**config.mk**
```make
export PLATFORM = sky130hd
export DESIGN_NAME = mc_outer_bank
export DESIGN_NICKNAME = d
export VERILOG_FILES = /design/src/rtl/mc_ob_pkg.sv /design/src/rtl/mc_ob_decode.sv /design/src/rtl/mc_ob_reg.sv /design/src/rtl/mc_ob_join.sv /design/src/rtl/mc_outer_bank.sv
export SDC_FILE = /design/constraint.sdc
export NUM_CORES = 1
export LEC_CHECK = 0
export ABC_AREA = 0
export BUFFER_PORTS_ARGS = -buffer_cell sky130_fd_sc_hd__buf_2
export CAP_MARGIN = 20
export CORE_MARGIN = 4
export CORE_UTILIZATION = 31
export CTS_CLUSTER_SIZE = 8
export DETAILED_ROUTE_END_ITERATION = 12
export GPL_TIMING_DRIVEN = 0
export HOLD_SLACK_MARGIN = 0.08
export MAX_ROUTING_LAYER = met4
export PLACE_DENSITY_LB_ADDON = 0.1
export SYNTH_ARGS = -nofsm -noshare
export SYNTH_HDL_FRONTEND = slang
export SYNTH_HIERARCHICAL = 1
export SYNTH_SLANG_ARGS = --single-unit
```
**constraint.sdc**
```tcl
create_clock -name clk -period 1.2 [get_ports clk]
set_clock_uncertainty 0.1 [all_clocks]
set_input_delay 0.24 -clock clk [delete_from_list [all_inputs] [get_ports clk]]
set_output_delay 0.24 -clock clk [all_outputs]
set_load 0.03 [all_outputs]
```
**src/rtl/mc_ob_pkg.sv**
```systemverilog
// Shared constants and the outer-field extraction for the outer bank block.
// Assumes an 8-bit register whose scattered bits form a 4-bit field.
package mc_ob_pkg;
    localparam int unsigned REG_W     = 8;
    localparam int unsigned FIELD_W   = 4;
    localparam int unsigned LOCK_BIT  = 7;

    // Gather reg bits 5,2,1 into field bits 3,2,1; field bit 0 is always zero.
    function automatic logic [FIELD_W-1:0] field_of(input logic [REG_W-1:0] r);
        return {r[5], r[2], r[1], 1'b0};
    endfunction
endpackage

```
**src/rtl/mc_ob_decode.sv**
```systemverilog
// Address decoder: splits CPU cycles into register-window writes,
// pass-through writes and bus-driving reads.
// Assumes a 16-bit CPU address; the window is 0x6000-0x7FFF, cartridge ROM is 0x8000-0xFFFF.
module mc_ob_decode #(
    parameter int unsigned AW = 16
) (
    input  logic          clk,
    input  logic          rst_n,
    input  logic [AW-1:0] addr,
    input  logic          wr,
    input  logic          rd,
    output logic          win_wr,
    output logic          fwd_wr,
    output logic          rd_drive
);
    logic in_win;
    logic in_rom;

    // Window and ROM-range match from the top address bits.
    always_comb begin
        in_win   = (addr[AW-1 -: 3] == 3'b011);
        in_rom   = addr[AW-1];
        win_wr   = wr & in_win;
        fwd_wr   = wr & in_rom;
        rd_drive = rd & in_rom;
    end


    fwd_not_window_chk: assert property (@(posedge clk) disable iff (!rst_n)
        !(fwd_wr && win_wr));

    no_drive_in_window_chk: assert property (@(posedge clk) disable iff (!rst_n)
        (rd && addr[AW-1 -: 3] == 3'b011) |-> !rd_drive);
endmodule

```
**src/rtl/mc_ob_reg.sv**
```systemverilog
// Outer register with sticky lock: loads on an unlocked window write,
// cleared only by the synchronous active-low hard reset.
// Assumes the lock flag lives in register bit LOCK_BIT.
module mc_ob_reg
    import mc_ob_pkg::*;
(
    input  logic             clk,
    input  logic             rst_n,
    input  logic             win_wr,
    input  logic [REG_W-1:0] wdata,
    output logic [REG_W-1:0] reg_q
);
    logic locked;
    assign locked = reg_q[LOCK_BIT];

    // Hold or load the register; the lock test uses the pre-write value.
    always_ff @(posedge clk) begin
        if (!rst_n)
            reg_q <= '0;
        else if (win_wr && !locked)
            reg_q <= wdata;
    end


    lock_holds_chk: assert property (@(posedge clk) disable iff (!rst_n)
        locked |=> $stable(reg_q));

    load_on_write_chk: assert property (@(posedge clk) disable iff (!rst_n)
        (win_wr && !locked) |=> reg_q == $past(wdata));

    hard_reset_zero_chk: assert property (@(posedge clk)
        !rst_n |=> reg_q == '0);
endmodule

```
**src/rtl/mc_ob_join.sv**
```systemverilog
// Joins the outer field, shifted up by SHIFT, with the low KEEP bits of an inner bank number.
// Assumes KEEP <= OUTER_W + SHIFT and KEEP <= IN_W.
module mc_ob_join #(
    parameter int unsigned OUTER_W = 4,
    parameter int unsigned IN_W    = 8,
    parameter int unsigned SHIFT   = 4,
    parameter int unsigned KEEP    = 5,
    localparam int unsigned OUT_W  = OUTER_W + SHIFT
) (
    input  logic [OUTER_W-1:0] field,
    input  logic [IN_W-1:0]    inner,
    output logic [OUT_W-1:0]   bank
);
    logic [OUT_W-1:0] kept;

    // Mask the inner number to KEEP bits and OR in the shifted field.
    always_comb begin
        kept = '0;
        kept[KEEP-1:0] = inner[KEEP-1:0];
        bank = {field, {SHIFT{1'b0}}} | kept;
    end
endmodule

```
**src/rtl/mc_outer_bank.sv**
```systemverilog
// Top: outer bank register with lock for a multi-game cartridge.
// Decodes CPU writes, keeps the locked outer register, forwards inner
// controller traffic and forms final program and pattern bank numbers.
// Assumes the inner controller's banking logic is outside and supplies its bank numbers.
module mc_outer_bank
    import mc_ob_pkg::*;
#(
    parameter int unsigned AW        = 16,
    parameter int unsigned INNER_W   = 8,
    parameter int unsigned PRG_SHIFT = 4,
    parameter int unsigned PRG_KEEP  = 5,
    parameter int unsigned CHR_SHIFT = 6,
    parameter int unsigned CHR_KEEP  = 7,
    localparam int unsigned PRG_W    = FIELD_W + PRG_SHIFT,
    localparam int unsigned CHR_W    = FIELD_W + CHR_SHIFT
) (
    input  logic               clk,
    input  logic               hard_rst_n,
    input  logic               soft_rst_n,
    input  logic [AW-1:0]      cpu_addr,
    input  logic [REG_W-1:0]   cpu_wdata,
    input  logic               cpu_wr,
    input  logic               cpu_rd,
    input  logic [INNER_W-1:0] inner_prg,
    input  logic [INNER_W-1:0] inner_chr,
    output logic               inner_wr,
    output logic [AW-1:0]      inner_addr,
    output logic [REG_W-1:0]   inner_wdata,
    output logic               inner_soft_rst_n,
    output logic               rd_drive_en,
    output logic [PRG_W-1:0]   prg_bank,
    output logic [CHR_W-1:0]   chr_bank
);
    logic               win_wr;
    logic [REG_W-1:0]   outer_q;
    logic [FIELD_W-1:0] field;

    mc_ob_decode #(.AW(AW)) dec_i (
        .clk(clk), .rst_n(hard_rst_n), .addr(cpu_addr), .wr(cpu_wr), .rd(cpu_rd),
        .win_wr(win_wr), .fwd_wr(inner_wr), .rd_drive(rd_drive_en)
    );

    mc_ob_reg reg_i (
        .clk(clk), .rst_n(hard_rst_n), .win_wr(win_wr), .wdata(cpu_wdata), .reg_q(outer_q)
    );

    // Pass-through paths and outer field extraction.
    always_comb begin
        inner_addr       = cpu_addr;
        inner_wdata      = cpu_wdata;
        inner_soft_rst_n = soft_rst_n;
        field            = field_of(outer_q);
    end

    mc_ob_join #(.OUTER_W(FIELD_W), .IN_W(INNER_W), .SHIFT(PRG_SHIFT), .KEEP(PRG_KEEP)) prg_join_i (
        .field(field), .inner(inner_prg), .bank(prg_bank)
    );

    mc_ob_join #(.OUTER_W(FIELD_W), .IN_W(INNER_W), .SHIFT(CHR_SHIFT), .KEEP(CHR_KEEP)) chr_join_i (
        .field(field), .inner(inner_chr), .bank(chr_bank)
    );


    soft_reset_keeps_chk: assert property (@(posedge clk) disable iff (!hard_rst_n)
        (!soft_rst_n && !cpu_wr) |=> $stable(outer_q));

    map_stable_chk: assert property (@(posedge clk) disable iff (!hard_rst_n)
        ($stable(outer_q) && $stable(inner_prg) && $stable(inner_chr))
            |-> ($stable(prg_bank) && $stable(chr_bank)));

    ignored_bits_chk: assert property (@(posedge clk) disable iff (!hard_rst_n)
        (outer_q[5] == $past(outer_q[5]) && outer_q[2:1] == $past(outer_q[2:1]) && $stable(inner_prg))
            |-> $stable(prg_bank));
endmodule

```
==> metrics <==
status=finished clean; vias per cell=3.84; Hold-fix buffers, CTS=0; Leakage=0.541 nW; Routed Antenna Nets=0; hold crit path type=in2reg; Final setup violation count=0; CTS buffer count=3; cell family with most CP delay=flip-flops; IO Pins=90; maximum number of pins on one net before global-route repair=6; Worst EP arrival=0.83 ns; antenna fix cells=0; remaining global-route overflow=0; Hold Fails Final Rpt=0; Post-Syn Area=522 µm²; Fin Setup TNS=0 ns; Critical Path Most Common Cell=buf_4; crit path max-delay cell type=dfxtp_2; Initial Util=0.338; Max Root-Sink Buffers=2; drt pass-1 iters=2; vias=545; largest registers=reg_i/reg_q: 4 flops; vias in the first global route=542; Startpoint Class=flop; power share of the combinational group=0.538; synth warn=6; pwr/cell area=757 nW/µm²; crit path kind=reg2out; maximum VDD drop=446 µV; nets=173; global-route wire length before repair=2040 µm; Syn Area/Cell=8.03 µm²; port bufs=57; max incr delay on CP=0.32 ns; share of layout cells above drive strength 1=0.857; FMAX=852 MHz; Final Max Slew Viols=0; clock-pin slew on the worst setup and hold paths=0.04 ns; Post-CTS Setup Repair Bufs=0; Root Driver=clkbuf_4; Max Fanout on Critical Path=3; Filler cells=151; crit path capture type=output pin; global-route usage over all layers=0.109; sequential cell fraction of total power=0.208; clk sinks=4; FF/Latch Area=83.8 µm²; Final Wtd Congestion=0.671; Die ar.=2400 µm²; Tmin final=1.17 ns; DRT iter0 DRCs=2; TritonCTS clock tree=built; Mapped Cells=65; initial antenna violation count=0; Remaining DRCs=0; Placed Instances=139; number of flip-flops in the largest register=4; final std cells w/o fill=142; Clock Power Share=0.254; die extent in x=49.0 µm; switching share of power=0.396; Bufs and invs on worst path=2; Largest Register=reg_i/reg_q; Internal=404 µW; Die Y-Extent=49.0 µm; MaxCap Viol Count=0; area growth from synthesis to layout=69.3%; CP Cell Sequence=buf_4 -> buf_4; CTS H-tree depth=1; Critical Path RT=0.86 ns; Final period util=0.978; multi-input logic area=115 µm²; Worst-Skew Late Latency=0.23 ns; Core Box Area=1540 µm²; Sw Pwr=265 µW; final wirelength=1360 µm; DR WL/cell=9.56 µm; row cnt=14
-- metal layers --
metal  wire length (µm)  vias up  global-route usage
met1                453      215               0.108
met3                238        0              0.0673
li1                   -      280                   -
met4                  0        0              0.0269
met2                666       50               0.178
met5                  0        -                   -
-- stage by stage --
stage                     total power [mW]   util  hold slack, ns  area, µm²  setup slack, ns
final                                0.669  0.573           0.151        883           0.0268
after detailed placement             0.499  0.539           0.370        831          -0.0426
after CTS                            0.679  0.563           0.153        868           0.0132
after global placement               0.497  0.539           0.360        831          -0.0302
after floorplan                      0.410      -           0.282        526            0.138
after global routing                 0.710  0.573           0.172        883         -0.00360
-- power groups by stage --
stage,Combinational (mW),Clock (mW),Sequential (mW)
after global placement,0.356,0,0.141
after detailed placement,0.359,0,0.141
final,0.360,0.170,0.139
after CTS,0.362,0.179,0.139
after global routing,0.380,0.191,0.139
after floorplan,0.270,0,0.140
-- layout by cell type (no fill, tap or decap) --
cell and count:
nand2_1 6, buf_4 44, and4b_1 1, clkbuf_4 3
or2_1 2, and2_2 2, nor2b_1 2, dfxtp_2 3
buf_2 51, a21oi_1 1, mux2i_1 3, buf_6 5
dfxtp_1 1, conb_1 2
-- path summary, 6_finish.rpt --
path              depth (start not counted)            from  slack (ns)              to
setup / recovery                          2  reg_i/reg_q[1]        0.03     prg_bank[5]
setup reg to reg                          3  reg_i/reg_q[7]        0.31  reg_i/reg_q[1]
hold / removal                            3    cpu_wdata[2]        0.15  reg_i/reg_q[2]
hold reg to reg                           2  reg_i/reg_q[2]        0.36  reg_i/reg_q[2]
-- worst min-delay path: stages --
cell and delay (ns):
buf_2 0.10, nand2_1 0.05, mux2i_1 0.06
-- layout make-up --
type / instances / share of cell area
flip-flops and latches: 4 / 0.0949
clock buffers: 3 / 0.0255
well taps: 16 / 0.0227
multi-input cells: 19 / 0.130
repair buffers: 57 / 0.353
plain buffers: 43 / 0.374
-- what timing repair did --
| item | CTS | global route |
|---|---|---|
| pin swaps | 0 | 0 |
| endpoints found under the setup margin | 6 | 6 |
| gates resized for setup | 6 | 6 |
Power figures use the tool's default switching activity.
